===== src/rtl/rtc_pkg.sv =====
package rtc_pkg;

  localparam int unsigned ADDR_W = 4;
  localparam int unsigned DATA_W = 8;

  localparam int unsigned SEC_W = 7;
  localparam int unsigned MIN_W = 7;
  localparam int unsigned HR_W  = 6;
  localparam int unsigned DOW_W = 3;
  localparam int unsigned DOM_W = 6;
  localparam int unsigned MON_W = 5;
  localparam int unsigned YR_W  = 8;

  localparam logic [ADDR_W-1:0] IDX_SEC    = 4'h0;
  localparam logic [ADDR_W-1:0] IDX_SEC_AL = 4'h1;
  localparam logic [ADDR_W-1:0] IDX_MIN    = 4'h2;
  localparam logic [ADDR_W-1:0] IDX_MIN_AL = 4'h3;
  localparam logic [ADDR_W-1:0] IDX_HR     = 4'h4;
  localparam logic [ADDR_W-1:0] IDX_HR_AL  = 4'h5;
  localparam logic [ADDR_W-1:0] IDX_DOW    = 4'h6;
  localparam logic [ADDR_W-1:0] IDX_DOM    = 4'h7;
  localparam logic [ADDR_W-1:0] IDX_MON    = 4'h8;
  localparam logic [ADDR_W-1:0] IDX_YR     = 4'h9;
  localparam logic [ADDR_W-1:0] IDX_CTL_A  = 4'hA;
  localparam logic [ADDR_W-1:0] IDX_CTL_B  = 4'hB;
  localparam logic [ADDR_W-1:0] IDX_STAT   = 4'hC;
  localparam logic [ADDR_W-1:0] IDX_CTL_D  = 4'hD;

  localparam logic [6:0]        CTL_A_RST  = 7'h26;
  localparam logic [DATA_W-1:0] CTL_B_RST  = 8'h02;
  localparam logic [DATA_W-1:0] CTL_D_VAL  = 8'h80;

  localparam int unsigned FREEZE_BIT = 7;
  localparam int unsigned UF_BIT     = 4;
  localparam int unsigned AF_BIT     = 5;

  typedef struct packed {
    logic [YR_W-1:0]  yr;
    logic [MON_W-1:0] mon;
    logic [DOM_W-1:0] dom;
    logic [DOW_W-1:0] dow;
    logic [HR_W-1:0]  hr;
    logic [MIN_W-1:0] min;
    logic [SEC_W-1:0] sec;
  } rtc_time_t;

  typedef struct packed {
    logic [7:0] val;
    logic       carry;
  } bcd_roll_t;

  function automatic logic [7:0] bcd_inc8(input logic [7:0] v);
    if (v[3:0] >= 4'd9) return {v[7:4] + 4'd1, 4'd0};
    return {v[7:4], v[3:0] + 4'd1};
  endfunction

  function automatic logic [6:0] bcd_to_bin(input logic [7:0] v);
    return 7'(v[7:4]) * 7'd10 + 7'(v[3:0]);
  endfunction

  function automatic logic leap_year(input logic [7:0] yr_bcd);
    logic [6:0] b;
    b = bcd_to_bin(yr_bcd);
    return (b[1:0] == 2'd0);
  endfunction

  function automatic logic [7:0] month_last_day(input logic [7:0] mon_bcd,
                                                input logic [7:0] yr_bcd);
    case (mon_bcd)
      8'h02:                     return leap_year(yr_bcd) ? 8'h29 : 8'h28;
      8'h04, 8'h06, 8'h09, 8'h11: return 8'h30;
      default:                   return 8'h31;
    endcase
  endfunction

  function automatic bcd_roll_t bcd_roll(input logic [7:0] v,
                                         input logic [7:0] last,
                                         input logic [7:0] first);
    bcd_roll_t r;
    if (v >= last) begin
      r.val   = first;
      r.carry = 1'b1;
    end else begin
      r.val   = bcd_inc8(v);
      r.carry = 1'b0;
    end
    return r;
  endfunction

  function automatic logic is_time_idx(input logic [ADDR_W-1:0] a);
    return (a == IDX_SEC) || (a == IDX_MIN) || (a == IDX_HR) ||
           (a == IDX_DOW) || (a == IDX_DOM) || (a == IDX_MON) || (a == IDX_YR);
  endfunction

endpackage


===== src/rtl/rtc_update_seq.sv =====
module rtc_update_seq #(
  parameter int unsigned UIP_CYCLES = 4
) (
  input  logic clk,
  input  logic rst_n,
  input  logic tick,
  input  logic freeze,
  output logic uip,
  output logic step
);
  localparam int unsigned CNT_W = (UIP_CYCLES > 1) ? $clog2(UIP_CYCLES) : 1;
  localparam logic [CNT_W-1:0] CNT_LOAD = CNT_W'(UIP_CYCLES - 1);

  logic             busy_q;
  logic [CNT_W-1:0] cnt_q;

  always_ff @(posedge clk) begin
    if (!rst_n) begin
      busy_q <= 1'b0;
      cnt_q  <= '0;
    end else if (freeze) begin
      busy_q <= 1'b0;
      cnt_q  <= '0;
    end else if (busy_q) begin
      if (cnt_q == '0) busy_q <= 1'b0;
      else             cnt_q  <= cnt_q - 1'b1;
    end else if (tick) begin
      busy_q <= 1'b1;
      cnt_q  <= CNT_LOAD;
    end
  end

  assign uip  = busy_q && !freeze;
  assign step = busy_q && (cnt_q == '0) && !freeze;

endmodule


===== src/rtl/rtc_calendar.sv =====
module rtc_calendar
  import rtc_pkg::*;
(
  input  logic              clk,
  input  logic              rst_n,
  input  logic              step,
  input  logic              freeze,
  input  logic              wr_en,
  input  logic [ADDR_W-1:0] wr_idx,
  input  logic [DATA_W-1:0] wr_data,
  output rtc_time_t         time_q,
  output logic [DATA_W-1:0] al_sec_q,
  output logic [DATA_W-1:0] al_min_q,
  output logic [DATA_W-1:0] al_hr_q,
  output logic              alarm_hit,
  output logic              day_carry
);
  rtc_time_t nxt;
  bcd_roll_t r_sec, r_min, r_hr, r_dom, r_mon, r_yr;
  logic      sec_c, min_c, mon_c;

  always_comb begin
    r_sec = bcd_roll({1'b0, time_q.sec}, 8'h59, 8'h00);
    r_min = bcd_roll({1'b0, time_q.min}, 8'h59, 8'h00);
    r_hr  = bcd_roll({2'b0, time_q.hr},  8'h23, 8'h00);
    r_dom = bcd_roll({2'b0, time_q.dom},
                     month_last_day({3'b0, time_q.mon}, time_q.yr), 8'h01);
    r_mon = bcd_roll({3'b0, time_q.mon}, 8'h12, 8'h01);
    r_yr  = bcd_roll(time_q.yr, 8'h99, 8'h00);

    sec_c     = r_sec.carry;
    min_c     = sec_c && r_min.carry;
    day_carry = min_c && r_hr.carry;
    mon_c     = day_carry && r_dom.carry;

    nxt     = time_q;
    nxt.sec = r_sec.val[SEC_W-1:0];
    if (sec_c) nxt.min = r_min.val[MIN_W-1:0];
    if (min_c) nxt.hr  = r_hr.val[HR_W-1:0];
    if (day_carry) begin
      nxt.dom = r_dom.val[DOM_W-1:0];
      nxt.dow = (time_q.dow >= 3'd7 || time_q.dow == 3'd0) ? 3'd1
                                                           : time_q.dow + 3'd1;
    end
    if (mon_c) nxt.mon = r_mon.val[MON_W-1:0];
    if (mon_c && r_mon.carry) nxt.yr = r_yr.val;
  end

  assign alarm_hit = step &&
                     ({1'b0, nxt.sec} == al_sec_q) &&
                     ({1'b0, nxt.min} == al_min_q) &&
                     ({2'b0, nxt.hr}  == al_hr_q);

  always_ff @(posedge clk) begin
    if (!rst_n) begin
      time_q.sec <= '0;
      time_q.min <= '0;
      time_q.hr  <= '0;
      time_q.dow <= 3'd1;
      time_q.dom <= 6'h01;
      time_q.mon <= 5'h01;
      time_q.yr  <= '0;
    end else if (step) begin
      time_q <= nxt;
    end else if (wr_en && freeze) begin
      case (wr_idx)
        IDX_SEC: time_q.sec <= wr_data[SEC_W-1:0];
        IDX_MIN: time_q.min <= wr_data[MIN_W-1:0];
        IDX_HR:  time_q.hr  <= wr_data[HR_W-1:0];
        IDX_DOW: time_q.dow <= wr_data[DOW_W-1:0];
        IDX_DOM: time_q.dom <= wr_data[DOM_W-1:0];
        IDX_MON: time_q.mon <= wr_data[MON_W-1:0];
        IDX_YR:  time_q.yr  <= wr_data[YR_W-1:0];
        default: ;
      endcase
    end
  end

  always_ff @(posedge clk) begin
    if (!rst_n) begin
      al_sec_q <= '0;
      al_min_q <= '0;
      al_hr_q  <= '0;
    end else if (wr_en) begin
      case (wr_idx)
        IDX_SEC_AL: al_sec_q <= wr_data;
        IDX_MIN_AL: al_min_q <= wr_data;
        IDX_HR_AL:  al_hr_q  <= wr_data;
        default: ;
      endcase
    end
  end

endmodule


===== src/rtl/rtc_ctrl.sv =====
module rtc_ctrl
  import rtc_pkg::*;
(
  input  logic              clk,
  input  logic              rst_n,
  input  logic              wr_en,
  input  logic              rd_en,
  input  logic [ADDR_W-1:0] idx,
  input  logic [DATA_W-1:0] wr_data,
  input  logic              step,
  input  logic              alarm_hit,
  output logic [6:0]        ctl_a_q,
  output logic [DATA_W-1:0] ctl_b_q,
  output logic [DATA_W-1:0] flags_q,
  output logic              freeze
);
  logic af_q, uf_q;
  logic stat_read;

  assign stat_read = rd_en && (idx == IDX_STAT);

  always_ff @(posedge clk) begin
    if (!rst_n) begin
      ctl_a_q <= CTL_A_RST;
      ctl_b_q <= CTL_B_RST;
    end else if (wr_en) begin
      if (idx == IDX_CTL_A) ctl_a_q <= wr_data[6:0];
      if (idx == IDX_CTL_B) ctl_b_q <= wr_data;
    end
  end

  always_ff @(posedge clk) begin
    if (!rst_n) begin
      af_q <= 1'b0;
      uf_q <= 1'b0;
    end else begin
      af_q <= (af_q && !stat_read) || alarm_hit;
      uf_q <= (uf_q && !stat_read) || step;
    end
  end

  always_comb begin
    flags_q         = '0;
    flags_q[AF_BIT] = af_q;
    flags_q[UF_BIT] = uf_q;
  end

  assign freeze = ctl_b_q[FREEZE_BIT];

endmodule


===== src/rtl/bcd_rtc_core.sv =====
module bcd_rtc_core
  import rtc_pkg::*;
#(
  parameter int unsigned UIP_CYCLES = 4
) (
  input  logic              clk,
  input  logic              rst_n,
  input  logic              sec_tick,
  input  logic [ADDR_W-1:0] bus_addr,
  input  logic              bus_wr,
  input  logic [DATA_W-1:0] bus_wdata,
  input  logic              bus_rd,
  output logic [DATA_W-1:0] bus_rdata
);
  logic              upd_uip;
  logic              upd_step;
  logic              freeze;
  logic              alarm_hit;
  logic              day_carry;
  rtc_time_t         time_q;
  logic [DATA_W-1:0] al_sec_q, al_min_q, al_hr_q;
  logic [6:0]        ctl_a_q;
  logic [DATA_W-1:0] ctl_b_q;
  logic [DATA_W-1:0] flags_q;

  rtc_update_seq #(.UIP_CYCLES(UIP_CYCLES)) u_seq (
    .clk    (clk),
    .rst_n  (rst_n),
    .tick   (sec_tick),
    .freeze (freeze),
    .uip    (upd_uip),
    .step   (upd_step)
  );

  rtc_calendar u_cal (
    .clk       (clk),
    .rst_n     (rst_n),
    .step      (upd_step),
    .freeze    (freeze),
    .wr_en     (bus_wr),
    .wr_idx    (bus_addr),
    .wr_data   (bus_wdata),
    .time_q    (time_q),
    .al_sec_q  (al_sec_q),
    .al_min_q  (al_min_q),
    .al_hr_q   (al_hr_q),
    .alarm_hit (alarm_hit),
    .day_carry (day_carry)
  );

  rtc_ctrl u_ctrl (
    .clk       (clk),
    .rst_n     (rst_n),
    .wr_en     (bus_wr),
    .rd_en     (bus_rd),
    .idx       (bus_addr),
    .wr_data   (bus_wdata),
    .step      (upd_step),
    .alarm_hit (alarm_hit),
    .ctl_a_q   (ctl_a_q),
    .ctl_b_q   (ctl_b_q),
    .flags_q   (flags_q),
    .freeze    (freeze)
  );

  always_comb begin
    case (bus_addr)
      IDX_SEC:    bus_rdata = {1'b0, time_q.sec};
      IDX_SEC_AL: bus_rdata = al_sec_q;
      IDX_MIN:    bus_rdata = {1'b0, time_q.min};
      IDX_MIN_AL: bus_rdata = al_min_q;
      IDX_HR:     bus_rdata = {2'b0, time_q.hr};
      IDX_HR_AL:  bus_rdata = al_hr_q;
      IDX_DOW:    bus_rdata = {5'b0, time_q.dow};
      IDX_DOM:    bus_rdata = {2'b0, time_q.dom};
      IDX_MON:    bus_rdata = {3'b0, time_q.mon};
      IDX_YR:     bus_rdata = time_q.yr;
      IDX_CTL_A:  bus_rdata = {upd_uip, ctl_a_q};
      IDX_CTL_B:  bus_rdata = ctl_b_q;
      IDX_STAT:   bus_rdata = flags_q;
      IDX_CTL_D:  bus_rdata = CTL_D_VAL;
      default:    bus_rdata = '0;
    endcase
  end

endmodule


===== config.mk =====
export PLATFORM = sky130hd
export DESIGN_NAME = bcd_rtc_core
export DESIGN_NICKNAME = d
export VERILOG_FILES = /design/src/rtl/rtc_pkg.sv /design/src/rtl/rtc_update_seq.sv /design/src/rtl/rtc_calendar.sv /design/src/rtl/rtc_ctrl.sv /design/src/rtl/bcd_rtc_core.sv
export SDC_FILE = /design/constraint.sdc
export NUM_CORES = 1
export LEC_CHECK = 0
export ABC_AREA = 1
export BUFFER_PORTS_ARGS = -buffer_cell sky130_fd_sc_hd__buf_2
export CAP_MARGIN = 30
export CORE_MARGIN = 2
export CORE_UTILIZATION = 57
export DETAILED_ROUTE_END_ITERATION = 8
export GPL_TIMING_DRIVEN = 1
export PLACE_DENSITY = 0.76
export SYNTH_ARGS = -nofsm -noshare
export SYNTH_HDL_FRONTEND = slang
export SYNTH_HIERARCHICAL = 1
export SYNTH_SLANG_ARGS = --single-unit

===== constraint.sdc =====
create_clock -name clk -period 2.15 [get_ports clk]
set_clock_uncertainty 0.05 [all_clocks]
set_input_delay 0.215 -clock clk [delete_from_list [all_inputs] [get_ports clk]]
set_output_delay 0.215 -clock clk [all_outputs]
set_load 0.02 [all_outputs]

==> summary.md <==
| Metric | Value |
|---|---|
| TritonCTS clock tree | done |
| Row cnt | 38 |
| Clock power frac | 37.1% |
| Most used cell, CP | nand4_1 |
| Pint | 2.86 mW |
| FILL cells | 937 |
| Layout cells sized above 1 | 21.7% |
| Vias in the first global route | 6,694 |
| First-pass GRT wire length | 32,800 um |
| Pre-antenna DRT Iters | 7 |
| Layout area overhead | 25.8% |
| Total I/O pin count | 25 |
| Slew margin rel. | 43.3% |
| Die area | 0.0122 mm^2 |
| Worst-margin pin slew | 0.847 ns |
| Final Hold Fails | 0 |
| Post-Route Utilization | 74.1% |
| Combinational Power Share | 22.0% |
| Clk Latency, worst-skew pair | 0.35 ns |
| Clock transition at path regs | 0.07 ns |
| Leak pwr | 4.03 nW |
| Worst hold margin | 0.109 ns |
| Worst slack, placed | -0.151 ns |
| Final period util | 109% |
| Worst path slowest cell | dfxtp_2 |
| Clock buffer depth | 2 |
| Violated checks | negative setup slack |
| CTS Root Cell | clkbuf_16 |
| Mapped Area | 0.00644 mm^2 |
| Sequential share of power | 41.0% |
| Setup violators final | 20 |
| GR Util All Layers | 35.6% |
| Hpwl dp | 15,300 um |
| Via-to-Cell Ratio | 5.62 |
| Placed cell count | 1,279 |
| Largest net degree at the start of global routing | 32 |
| Syn Area/Cell | 6.09 um^2 |
| Worst Path Max Fanout | 5 |
| Total gr overflow | 0 |
| Placer Congestion | 0.985 |
| Max Slew Vio Count | 0 |
| Synthesized instance count | 1,058 |
| Hold-fix buffers, CTS | 0 |
| Critical Path End Type | register |
| Vias post-DR | 7,422 |
| Max Cap Viol | 0 |
| Worst VDD drop | 0.000429 V |
| Sw frac | 31.9% |
| CTS sink cnt | 86 |
| Initial detailed-routing violation count | 825 |
| Worst path required time | 2.33 ns |
| CTS buffer count | 9 |
| Initial Utilization | 58.9% |
| Run status | finished, violations left |
| H-Tree Depth | 3 |
| Setup Crit Path Kind | register to register |
| Chip Height | 110 um |
| Fin crit period | 2.34 ns |
| Initial antenna violation count | 0 |
| Layout Nets | 1,226 |
| WL/cell | 16.1 um |
| Setup crit start kind | register |
| CP Cell Sequence | buf_4 -> ha_4 -> nand4_1 -> nand4_1 -> inv_1 -> ha_1 -> nand3_1 -> nand3b_1 -> nand3_4 -> nand2_2 -> nor2_4 -> inv_2 -> o21ai_2 -> a21oi_1 |
| Worst Slack Setup Final | -0.193 ns |
| Max Freq | 427 MHz |
| Largest stage delay, worst path | 0.36 ns |
| Layout Cells excl Fill | 1,320 |
| Psw | 1.34 mW |
| RSZ-0062 raised after global routing | yes |
| Fin area | 0.00810 mm^2 |
| ANT nets after route | 0 |
| Core ar. | 0.0109 mm^2 |
| Post-placement cell area | 0.00726 mm^2 |
| PwrDens | 519 mW/mm^2 |
| Residual DRC count | 0 |
| Routed wire length | 21,200 um |
| Min-Delay Path Class | input port to register |
| I/O Buffers | 24 |
| Power Total | 4.20 mW |
| Chip width | 110 um |
| Sum Neg Setup Slack | -2.65 ns |
| Worst Path Arrival | 2.52 ns |
| Yosys warns | 6 |
| Diode count | 0 |
-- critical path, delay by kind of cell (launching register included) --
kind            cells  cell delay (ns)
compound gates      2             0.17
simple gates        7             0.93
flops               1             0.36
buf+inv             3             0.31
fa+ha+maj           2             0.41
-- flip-flops by register name, summed over array words and instances, names as in the netlist --
| register | count |
|---|---|
| u_cal/al_min_q | 8 |
| u_cal/al_sec_q | 8 |
| u_ctrl/uf_q | 1 |
| u_ctrl/af_q | 1 |
| u_ctrl/ctl_a_q | 7 |
| u_seq/cnt_q | 2 |
| u_seq/busy_q | 1 |
| u_ctrl/ctl_b_q | 8 |
| u_cal/time_q | 42 |
| u_cal/al_hr_q | 8 |
-- power by group through the flow --
stage                     registers, mW  clock network (mW)  logic (mW)
final                              1.72                1.56       0.923
after global routing               1.73                1.61        1.00
after CTS                          1.72                1.56       0.823
after detailed placement           1.75                   0       0.770
after global placement             1.75                   0       0.761
after floorplan                    1.75                   0       0.472
-- layout by cell type, fill, tap and decap left out, types with 9 or more instances in the layout --
cell type	instances
nand2_1	298
nor2_1	131
inv_1	117
buf_4	94
nand3_1	92
dfxtp_1	76
a21oi_1	45
o21ai_0	42
ha_1	28
buf_2	24
nand2_2	20
a31oi_1	20
nor2_2	11
o21ai_1	11
inv_2	11
clkbuf_16	10
nor2_4	9
nor3_1	9
dfxtp_2	9
-- what timing repair did --
action,CTS,global route
pin swaps,26,32
buffers inserted,14,9
cloned,1,1
setup endpoints to repair,17,25
resized for setup,47,59
-- layout make-up --
cell class	instances	area, um^2	area share (%)
clock inverters	5	42.5	0.525
multi-input cells	814	4360	53.8
clock buffers	11	253	3.12
repair buffers	131	1020	12.6
well taps	140	175	2.16
flip-flops and latches	86	1740	21.4
inverters	133	517	6.38
-- worst paths after layout --
path	from	end	slack, ns	cells past startpoint
hold reg to reg	u_ctrl/ctl_a_q[2]$_SDFFE_PN1P_	u_ctrl/ctl_a_q[2]$_SDFFE_PN1P_	0.41	2
hold / removal	bus_wdata[5]	u_ctrl/ctl_a_q[5]$_SDFFE_PN1P_	0.11	3
setup reg to reg	u_cal/time_q[29]$_SDFFE_PN1P_	u_cal/time_q[32]$_SDFFE_PN0P_	-0.19	14
setup / recovery	u_cal/time_q[29]$_SDFFE_PN1P_	u_cal/time_q[32]$_SDFFE_PN0P_	-0.19	14
-- layer usage --
layer / up-vias / routed length, um / global-route usage [%]
met3: 86 / 1950 / 6.64
met2: 377 / 9730 / 58.8
met1: 3334 / 8500 / 44.7
met5: - / 0 / 0
met4: 0 / 1040 / 16.9
li1: 3625 / - / -
(Power assumes the default switching activity.)
